--- src/rtl/pkt_deframer_pkg.sv ---
package pkt_deframer_pkg;

  typedef enum logic [1:0] {
    ST_HUNT = 2'd0,
    ST_DEST = 2'd1,
    ST_LEN  = 2'd2,
    ST_PAY  = 2'd3
  } pd_state_e;

  localparam logic [31:0] START_WORD = 32'h5AA55AA5;
  localparam int          START_BYTES = 4;
  localparam int          CRC_BYTES   = 4;
  localparam logic [31:0] CRC_POLY    = 32'hEDB88320;
  localparam logic [31:0] CRC_INIT    = 32'hFFFFFFFF;

  function automatic logic [31:0] crc32_step(input logic [31:0] c, input logic [7:0] b);
    logic [31:0] r;
    r = c ^ {24'd0, b};
    for (int i = 0; i < 8; i++) begin
      r = r[0] ? ((r >> 1) ^ CRC_POLY) : (r >> 1);
    end
    return r;
  endfunction

endpackage

--- src/rtl/pd_rst_sync.sv ---
module pd_rst_sync (
  input  logic clk,
  input  logic rst_n,
  output logic rst_s_n
);
  logic [1:0] sync_q;

  always_ff @(posedge clk or negedge rst_n) begin
    if (!rst_n) sync_q <= 2'b00;
    else        sync_q <= {sync_q[0], 1'b1};
  end

  assign rst_s_n = sync_q[1];
endmodule

--- src/rtl/pd_hdr_fsm.sv ---
module pd_hdr_fsm
  import pkt_deframer_pkg::*;
#(
  parameter int LEN_BYTES = 4,
  parameter int DEST_W    = 8
) (
  input  logic                   clk,
  input  logic                   rst_n,
  input  logic                   acc,
  input  logic [7:0]             byte_in,
  output pd_state_e              st,
  output logic                   pay_start,
  output logic                   pay_last,
  output logic [DEST_W-1:0]      dest,
  output logic [8*LEN_BYTES-1:0] len
);
  localparam int LEN_W = 8 * LEN_BYTES;
  localparam int MAXB  = (LEN_BYTES > START_BYTES) ? LEN_BYTES : START_BYTES;
  localparam int IDX_W = (MAXB > 1) ? $clog2(MAXB) : 1;

  pd_state_e         st_q, st_d;
  logic [IDX_W-1:0]  idx_q, idx_d;
  logic [DEST_W-1:0] dest_q, dest_d;
  logic [LEN_W-1:0]  len_q, len_d;
  logic [LEN_W-1:0]  rem_q, rem_d;
  logic [7:0]        pat_byte;

  assign pat_byte = 8'(START_WORD >> {idx_q, 3'b000});

  always_comb begin
    st_d      = st_q;
    idx_d     = idx_q;
    dest_d    = dest_q;
    len_d     = len_q;
    rem_d     = rem_q;
    pay_start = 1'b0;
    if (acc) begin
      case (st_q)
        ST_HUNT: begin
          if (byte_in == pat_byte) begin
            if (idx_q == IDX_W'(START_BYTES - 1)) begin
              idx_d = '0;
              st_d  = ST_DEST;
            end else begin
              idx_d = idx_q + 1'b1;
            end
          end else begin
            idx_d = '0;
          end
        end
        ST_DEST: begin
          dest_d = DEST_W'(byte_in);
          len_d  = '0;
          idx_d  = '0;
          st_d   = ST_LEN;
        end
        ST_LEN: begin
          len_d = len_q | (LEN_W'(byte_in) << {idx_q, 3'b000});
          if (idx_q == IDX_W'(LEN_BYTES - 1)) begin
            idx_d = '0;
            rem_d = len_d;
            if (len_d == '0) begin
              st_d = ST_HUNT;
            end else begin
              st_d      = ST_PAY;
              pay_start = 1'b1;
            end
          end else begin
            idx_d = idx_q + 1'b1;
          end
        end
        default: begin
          rem_d = rem_q - LEN_W'(1);
          if (rem_q == LEN_W'(1)) st_d = ST_HUNT;
        end
      endcase
    end
  end

  always_ff @(posedge clk or negedge rst_n) begin
    if (!rst_n) begin
      st_q   <= ST_HUNT;
      idx_q  <= '0;
      dest_q <= '0;
      len_q  <= '0;
      rem_q  <= '0;
    end else begin
      st_q   <= st_d;
      idx_q  <= idx_d;
      dest_q <= dest_d;
      len_q  <= len_d;
      rem_q  <= rem_d;
    end
  end

  assign st       = st_q;
  assign pay_last = (st_q == ST_PAY) && (rem_q == LEN_W'(1));
  assign dest     = dest_q;
  assign len      = len_q;

  AST_HDR_AFTER_PATTERN: assert property (@(posedge clk) disable iff (!rst_n)
    (st_q == ST_DEST && $past(st_q) == ST_HUNT) |-> ($past(acc) && $past(byte_in) == START_WORD[31:24]));

  AST_HUNT_AFTER_END: assert property (@(posedge clk) disable iff (!rst_n)
    (st_q == ST_PAY && acc && rem_q == LEN_W'(1)) |=> (st_q == ST_HUNT));

  AST_PAY_REM_NONZERO: assert property (@(posedge clk) disable iff (!rst_n)
    (st_q == ST_PAY) |-> (rem_q != '0));
endmodule

--- src/rtl/pd_tail_line.sv ---
module pd_tail_line
  import pkt_deframer_pkg::*;
(
  input  logic       clk,
  input  logic       rst_n,
  input  logic       pay_start,
  input  logic       shift,
  input  logic       emit_hs,
  input  logic [7:0] byte_in,
  output logic       full,
  output logic [7:0] head,
  output logic       first_pend,
  output logic       crc_bad
);
  localparam int DEPTH = CRC_BYTES;
  localparam int FW    = $clog2(DEPTH + 1);

  logic [DEPTH-1:0][7:0] line_q, line_d;
  logic [FW-1:0]         fill_q, fill_d;
  logic [31:0]           crc_q, crc_d;
  logic                  first_q, first_d;
  logic [31:0]           crc_fin;
  logic [31:0]           rx_crc;

  assign full = (fill_q == FW'(DEPTH));

  always_comb begin
    line_d  = line_q;
    fill_d  = fill_q;
    crc_d   = crc_q;
    first_d = first_q;
    if (pay_start) begin
      fill_d  = '0;
      crc_d   = CRC_INIT;
      first_d = 1'b1;
    end else if (shift) begin
      for (int i = 0; i < DEPTH - 1; i++) line_d[i] = line_q[i+1];
      line_d[DEPTH-1] = byte_in;
      if (!full) fill_d = fill_q + 1'b1;
      else       crc_d  = crc32_step(crc_q, line_q[0]);
      if (emit_hs) first_d = 1'b0;
    end
  end

  always_ff @(posedge clk or negedge rst_n) begin
    if (!rst_n) begin
      line_q  <= '0;
      fill_q  <= '0;
      crc_q   <= CRC_INIT;
      first_q <= 1'b0;
    end else begin
      line_q  <= line_d;
      fill_q  <= fill_d;
      crc_q   <= crc_d;
      first_q <= first_d;
    end
  end

  assign crc_fin    = crc32_step(crc_q, line_q[0]) ^ 32'hFFFFFFFF;
  assign rx_crc     = {byte_in, line_q[DEPTH-1:1]};
  assign crc_bad    = (crc_fin != rx_crc);
  assign head       = line_q[0];
  assign first_pend = first_q;

  AST_LINE_NO_OVERFILL: assert property (@(posedge clk) disable iff (!rst_n)
    fill_q <= FW'(DEPTH));

  AST_FIRST_CLEARS: assert property (@(posedge clk) disable iff (!rst_n)
    (emit_hs && first_q && !pay_start) |=> !first_q);
endmodule

--- src/rtl/pd_port_sel.sv ---
module pd_port_sel #(
  parameter int         NUM_PORTS = 4,
  parameter logic [7:0] PORT_BASE = 8'h10
) (
  input  logic                 clk,
  input  logic                 rst_n,
  input  logic [7:0]           dest,
  input  logic                 emit,
  input  logic [NUM_PORTS-1:0] ready_in,
  output logic [NUM_PORTS-1:0] valid_out,
  output logic                 routed,
  output logic                 sel_ready
);
  localparam logic [7:0] NP8 = 8'(NUM_PORTS);

  logic [7:0]           diff;
  logic [NUM_PORTS-1:0] match;

  assign diff   = dest - PORT_BASE;
  assign routed = (dest >= PORT_BASE) && (diff < NP8);

  for (genvar i = 0; i < NUM_PORTS; i++) begin : g_port
    assign match[i]     = routed && (diff == 8'(i));
    assign valid_out[i] = emit && match[i];
  end

  assign sel_ready = |(ready_in & match);

  AST_ONE_PORT: assert property (@(posedge clk) disable iff (!rst_n)
    $onehot0(valid_out));
endmodule

--- src/rtl/pkt_deframer.sv ---
module pkt_deframer
  import pkt_deframer_pkg::*;
#(
  parameter int         NUM_PORTS = 4,
  parameter logic [7:0] PORT_BASE = 8'h10,
  parameter int         LEN_BYTES = 4
) (
  input  logic                   clk,
  input  logic                   rst_n,
  input  logic                   phy_valid,
  input  logic [7:0]             phy_data,
  output logic                   phy_ready,
  output logic [NUM_PORTS-1:0]   port_valid,
  input  logic [NUM_PORTS-1:0]   port_ready,
  output logic [7:0]             port_data,
  output logic                   port_first,
  output logic                   port_last,
  output logic [7:0]             port_dest,
  output logic [8*LEN_BYTES-1:0] port_len,
  output logic                   port_crc_err
);
  logic      rst_s_n;
  pd_state_e st;
  logic      acc, in_pay, emit, emit_hs, shift;
  logic      pay_start, pay_last;
  logic      full, first_pend, crc_bad;
  logic      routed, sel_ready;
  logic [7:0] head;

  pd_rst_sync u_rst (
    .clk     (clk),
    .rst_n   (rst_n),
    .rst_s_n (rst_s_n)
  );

  assign in_pay    = (st == ST_PAY);
  assign emit      = in_pay && phy_valid && full;
  assign phy_ready = (in_pay && full && routed) ? sel_ready : 1'b1;
  assign acc       = phy_valid && phy_ready;
  assign shift     = acc && in_pay;
  assign emit_hs   = emit && routed && sel_ready;

  pd_hdr_fsm #(
    .LEN_BYTES (LEN_BYTES),
    .DEST_W    (8)
  ) u_fsm (
    .clk       (clk),
    .rst_n     (rst_s_n),
    .acc       (acc),
    .byte_in   (phy_data),
    .st        (st),
    .pay_start (pay_start),
    .pay_last  (pay_last),
    .dest      (port_dest),
    .len       (port_len)
  );

  pd_tail_line u_tail (
    .clk        (clk),
    .rst_n      (rst_s_n),
    .pay_start  (pay_start),
    .shift      (shift),
    .emit_hs    (emit_hs),
    .byte_in    (phy_data),
    .full       (full),
    .head       (head),
    .first_pend (first_pend),
    .crc_bad    (crc_bad)
  );

  pd_port_sel #(
    .NUM_PORTS (NUM_PORTS),
    .PORT_BASE (PORT_BASE)
  ) u_sel (
    .clk       (clk),
    .rst_n     (rst_s_n),
    .dest      (port_dest),
    .emit      (emit),
    .ready_in  (port_ready),
    .valid_out (port_valid),
    .routed    (routed),
    .sel_ready (sel_ready)
  );

  assign port_data    = head;
  assign port_first   = emit && first_pend;
  assign port_last    = emit && pay_last;
  assign port_crc_err = emit && pay_last && crc_bad;

  AST_STALL_HOLDS_PHY: assert property (@(posedge clk) disable iff (!rst_s_n)
    ((|port_valid) && !(|(port_valid & port_ready))) |-> !phy_ready);

  AST_QUIET_AFTER_LAST: assert property (@(posedge clk) disable iff (!rst_s_n)
    ((|(port_valid & port_ready)) && port_last) |=> !(|port_valid));
endmodule

--- config.mk ---
export PLATFORM = sky130hd
export DESIGN_NAME = pkt_deframer
export DESIGN_NICKNAME = d
export VERILOG_FILES = /design/src/rtl/pkt_deframer_pkg.sv /design/src/rtl/pd_rst_sync.sv /design/src/rtl/pd_hdr_fsm.sv /design/src/rtl/pd_tail_line.sv /design/src/rtl/pd_port_sel.sv /design/src/rtl/pkt_deframer.sv
export SDC_FILE = /design/constraint.sdc
export NUM_CORES = 1
export LEC_CHECK = 0
export BUFFER_PORTS_ARGS = -buffer_cell sky130_fd_sc_hd__buf_4
export CAP_MARGIN = 10
export CORE_MARGIN = 1
export CORE_UTILIZATION = 61
export CTS_CLUSTER_SIZE = 28
export DETAILED_ROUTE_END_ITERATION = 8
export GPL_TIMING_DRIVEN = 0
export PLACE_DENSITY = 0.77
export SYNTH_ARGS = -nofsm -noshare
export SYNTH_HDL_FRONTEND = slang
export SYNTH_SLANG_ARGS = --single-unit
--- constraint.sdc ---
create_clock -name clk -period 5.2 [get_ports clk]
set_clock_uncertainty 0.1 [all_clocks]
set_input_delay 1.04 -clock clk [delete_from_list [all_inputs] [get_ports clk]]
set_output_delay 1.04 -clock clk [all_outputs]
set_load 0.005 [all_outputs]
* Word-level counts from Yosys, hierarchy flattened *
Index checks and enable logic that the tools add are counted.

operators by class
  reduce and logical (&&, ||, !) cells = 41
  $add $sub $neg = 4
  bitwise gates (word level) = 14
  equal/unequal tests = 15
  muxes and demuxes = 34
  shift-type cells = 2
  $lt $le $gt $ge = 2

operators by type and width
  cell                                                                                 count
  32-bit 2-to-1 mux                                                                    12
  32-bit case mux with 2 select lines                                                  2
  13-bit inverter with 14-bit output                                                   8
  32-bit by 1-bit equality test with 1-bit output, second input constant               1
  32-bit zero test                                                                     1
  32-bit != test                                                                       1
  32-bit inverter                                                                      1
  32-bit bitwise OR                                                                    1
  8-bit by 5-bit left shift with 32-bit output                                         1
  32-bit by 1-bit subtractor with 32-bit output, second input constant                 1
  32-bit by 8-bit XOR with 32-bit output                                               1
  31-bit by 5-bit >> shifter with 8-bit output, first input constant                   1
  1-bit logical AND                                                                    21
  8-bit by 2-bit equality test with 1-bit output, second input constant                2
  2-bit 2-to-1 mux                                                                     7
  2-bit AND reduction                                                                  7
  2-bit case mux with 3 select lines                                                   2
  3-bit 2-to-1 mux                                                                     3
  8-bit by 1-bit equality test with 1-bit output, second input constant                1
  8-bit equality test                                                                  1
  8-bit by 5-bit greater-or-equal comparator with 1-bit output, second input constant  1
  8-bit zero test                                                                      1
  8-bit by 3-bit < comparator with 1-bit output, second input constant                 1
  1-bit 2-to-1 mux                                                                     8
  other kinds (18)                                                                     26

word-level totals
  bits in registers = 146
  input port bits = 15
  logic and storage cells = 125
  output and inout bits = 56

* Depth between registers and ports, before layout *
  depth after elaboration = 20
  gate-level depth with buffers = 11
  gate-level depth less buffers = 8

* Cells and area by module *
From an unflattened synthesis, not the netlist that was laid out.

unflattened totals
  cells, all modules = 849
  area, all modules = 8692.1 µm²

by module, submodules not included
  module        instances  area an instance (µm²)  sequential area each (µm²)  cells each
  pd_hdr_fsm    1          4424.2                  1901.8                      480
  pd_tail_line  1          3992.6                  1741.7                      339
  pd_port_sel   1          150.1                   0.0                         16
  pkt_deframer  1          71.3                    0.0                         11
  pd_rst_sync   1          53.8                    50.0                        3

* Worst setup path before layout *
No wires, ideal clock.

  path type = input to register
  start point = in phy_data[4]
  end point = reg u_tail.line_q (netlist bit u_tail.head[0])
  data arrival time = 3.347 ns
  setup time = 0.125 ns
  path buffers = 1
  path slack = 1.628 ns
  data required time = 4.975 ns
  stages = 8
  path through = ha_1 or4_4 a2111oi_2 nand4b_1 o41ai_4 o211a_4 buf_12 mux2_4

between the ends
  longest elaborated chain between the ends = 9

ends and longest elaborated chain
  element                                       RTL line            RTL
  from (decl)                                   pkt_deframer.sv:11  input logic [7:0] phy_data,
  8-bit by 5-bit left shift with 32-bit output  pd_hdr_fsm.sv:58    len_d = len_q | (LEN_W'(byte_in) << {idx_q, 3'b000});
  32-bit bitwise OR                             pd_hdr_fsm.sv:58
  32-bit zero test                              pd_hdr_fsm.sv:62    if (len_d == '0) begin
  1-bit 2-to-1 mux                              pd_hdr_fsm.sv:62
  1-bit 2-to-1 mux                              pd_hdr_fsm.sv:59    if (idx_q == IDX_W'(LEN_BYTES - 1)) begin
  1-bit 2-to-1 mux                              pd_hdr_fsm.sv:38    case (st_q)
  1-bit 2-to-1 mux                              pd_hdr_fsm.sv:37    if (acc) begin
  1-bit inverter (no source line)               --
  2-bit AND reduction (no source line)          --
  to (signal assigned)                          pd_tail_line.sv:52  line_q <= line_d;
  to (decl)                                     pd_tail_line.sv:18  logic [DEPTH-1:0][7:0] line_q, line_d;

No other way between the ends.
A chain may end at the register's enable or synchronous reset.

* Worst setup path in the final report *
  start point = reg u_tail.line_q (netlist bit u_tail.head[3])
  end point = out port_crc_err

between the ends
  longest elaborated chain between the ends = 15
  elaborated cells between the ends (all ways) = 16
  those cells by class = eq/ne: 1; mux: 8; bitwise: 6; reduce/logical: 1

ends and longest elaborated chain
  element                                                                                   RTL line                RTL
  32-bit by 8-bit XOR with 32-bit output (*)                                                pkt_deframer_pkg.sv:18  r = c ^ {24'd0, b};
  32-bit 2-to-1 mux (*) (5 in series)                                                       pkt_deframer_pkg.sv:20  r = r[0] ? ((r >> 1) ^ CRC_POLY) : (r >> 1);
  13-bit inverter with 14-bit output (no source line) or 32-bit 2-to-1 mux (tied branches)  --
  32-bit 2-to-1 mux (*)                                                                     pkt_deframer_pkg.sv:20
  13-bit inverter with 14-bit output (no source line) or 32-bit 2-to-1 mux (tied branches)  --
  32-bit 2-to-1 mux (*)                                                                     pkt_deframer_pkg.sv:20
  13-bit inverter with 14-bit output (no source line)                                       --
  32-bit 2-to-1 mux (*)                                                                     pkt_deframer_pkg.sv:20
  32-bit inverter (no source line) (*)                                                      --
  32-bit != test (*)                                                                        pd_tail_line.sv:61      assign crc_bad = (crc_fin != rx_crc);
  1-bit logical AND (*)                                                                     pkt_deframer.sv:88      assign port_crc_err = emit && pay_last && crc_bad;
  to (decl)                                                                                 pkt_deframer.sv:20      output logic port_crc_err

Mark *: on every way between the ends. The rest lies on a longest branch, timed or not.

==> metrics <==
post-synthesis sequential area ratio 40.32%; CORE AREA 0.01459 mm2; top layer in use met4; CP most frequent cell xnor2_1; CP Capture Type output port; maximum fanout along the worst path 6; routability cong. 0.9701; Mapped Cells roughly 860; clock buffer depth 2; CP bufs+invs 1; Avg WL per Cell 23.48 um; CP required 4060 ps; met2 wire len 13.36 mm; clock period minus worst slack 4841 ps; Critical Path Max Stage Delay 780 ps; status completed; drt drc 0; Ys Warns 0; Metal-1 WL 10.52 mm; Worst-Margin Slew 1011 ps; # nets final 981; Syn Std Cell Area between 0.009 and 0.01 mm2; drt initial violations 818; worst hold slack 240.7 ps; Worst-path clk slew 60 ps; CTS tree yes; initial antenna violation count 0; vias in the first global route 7513; Post-CTS Repair Setup Buffers 0; all-layer global routing usage 35.80%; Critical Path Source Type register; worst path cell trace xnor2_1 > xnor2_1 > xnor2_2 > xnor2_1 > a2111oi_0 > a31oi_1 > buf_4; post_cts resized 0; CP max stage cell xnor2_1; Top delay family on crit path XOR/XNOR gates; WS Path Type register to output port; syn_area_per_cell between 10 and 15 um2; HPWL Detailed 19.21 mm; final setup vio count 0; Post-synth top flop dfrtp_1; area of the multi-input gates around 0.005 mm2; Synth cell types slightly below 70; DR vias approximately 7500; largest net degree at the start of global routing 57; Synth async-reset ratio 100.0%; Vias/cell approximately 6.5; Max Slew Vio Count 0; EDFF count, synth 0; diodes inserted 0; synthesis-to-finish area growth 15.80%; post-route clock period utilization 93.09%; Hold Fails Final Rpt 0; # Max-Cap Violations 0; Post-CTS Hold Fix Bufs 0; ANT nets after route 0; DRT Pass-1 Iters 5; cell area after layout 0.01061 mm2; top-level port count 71; fmax roughly 210 MHz; clock latency on the worst-skew pair 430 ps; syn_nets 891; Die Wd 124.6 um; arrival time worst endpoint 3700 ps; TritonCTS buffer count 17; slew margin rel. 32.00%; setup TNS 0 ps; register area 0.003697 mm2; input/output buffers between 60 and 70; Yosys reg bits 146; final WL 26.84 mm; share of layout cells above drive strength 1 22.84%; first-pass GRT wire length between 40 and 50 mm; met3 wire len 1.676 mm; Initial Util 62.80%; die footprint 0.01551 mm2; Remaining Overflow, GRT 0; unrepaired setup endpoints after global routing false; Fill cells around 1000; clk sinks 146; Post-DP Area 0.009968 mm2; Die Y 124.6 um; CTS H-tree lvls 4; Clock Tree Root clkbuf_16; Worst Hold Class register to async pin; num rows 44
-- stage by stage --
stage / util [%] / cells / worst slack [ps]
2_1_floorplan: - / 856 / 786.8
6_report: 72.72 / 1143 / 359.1
4_1_cts: 72.72 / 1143 / 414.5
3_3_place_gp: 67.92 / 1109 / -903.1
3_5_place_dp: 68.33 / 1111 / 928.2
5_1_grt: 72.72 / 1143 / 164.7
-- flip-flops by register name, indices dropped and copies added, names as in the netlist --
signal             count
u_fsm.idx_q            2
u_fsm.st               2
u_tail.head            8
u_fsm.rem_q           32
u_rst.sync_q           2
u_tail.line_q         24
u_tail.crc_q          32
u_fsm.len             32
u_tail.fill_q          3
u_fsm.dest             8
u_tail.first_pend      1
-- kinds of logic (layout without fill, tap and decap cells) --
logic type                 after synthesis  in the layout  synth area share [%]
and+or+nand+nor                        266            266                 14.38
buffers and inverters                   69            172                 4.097
xor gates and xnor gates               113            113                 16.53
DFF                                    146            146                 40.32
other                                    1              1               0.04093
adders and majority gates               20             20                 2.731
AOI/OAI and AO/OA                      186            186                 13.96
muxes                                   55             55                 7.949
-- area by class of cell --
class	instances	share of cell area [%]
plain buffers	54	3.007
clock buffers	23	4.600
clock inverters	9	1.439
inverters	15	0.5307
multi-input cells	641	48.00
flip-flops and latches	146	34.85
well taps	184	2.170
repair buffers	71	5.402
-- layout by cell type, fill, tap and decap left out, drive strengths merged, types with 19 or more instances in the layout --
master	instances
dfrtp	114
nand2	100
buf	100
xnor2	64
clkbuf	48
mux2	42
nand3	38
o21ai	36
a21oi	35
dfstp	32
nor2	30
o211ai	28
xnor3	25
ha	20
nor3	19
-- cells in the mapped netlist (all sizes together) (9+ instances only) --
| cell | instances | area share, % |
|---|---|---|
| inv | 15 | 0.61 |
| xnor2 | 64 | 6.6 |
| ha | 20 | 2.7 |
| a21oi | 35 | 1.9 |
| a21o | 17 | 1.4 |
| nand3 | 38 | 2.1 |
| a31oi | 12 | 0.82 |
| o211ai | 28 | 2.3 |
| mux2 | 42 | 6.4 |
| xor2 | 15 | 1.4 |
| nor3 | 19 | 1.0 |
| dfstp | 32 | 9.2 |
| mux2i | 12 | 1.3 |
| o31ai | 10 | 0.82 |
| nand4 | 12 | 0.82 |
| nor4 | 17 | 1.2 |
| o21ai | 36 | 2.0 |
| or4 | 10 | 0.86 |
| nor2 | 30 | 1.2 |
| buf | 29 | 2.5 |
| xnor3 | 25 | 6.1 |
| nand2 | 100 | 4.1 |
| xor3 | 9 | 2.3 |
| dfrtp | 114 | 31 |
| clkbuf | 25 | 1.0 |
-- metal layers --
layer | GRT usage [%] | vias to the layer above
met2 | 59.70 | 377
li1 | - | 3296
met3 | 6.787 | 90
met5 | 0 | -
met1 | 44.34 | 3703
met4 | 18.36 | 0
-- final timing paths --
path	from	endpoint	slack, ps	depth (start not counted)
max	u_tail.head[3]	port_crc_err	360	7
min	u_rst.sync_q[1]	u_fsm.dest[6]	240	0
max reg2reg	u_fsm.idx_q[0]	u_tail.crc_q[1]	1230	11
min reg2reg	u_rst.sync_q[1]	u_fsm.dest[6]	240	0
max in group asynchronous	u_rst.sync_q[1]	u_tail.crc_q[8]	3990	1
min in group clk	u_rst.sync_q[0]	u_rst.sync_q[1]	260	0
Power is not shown: default switching activity piles up to over one toggle a cycle in this logic, so the estimate is an artifact.
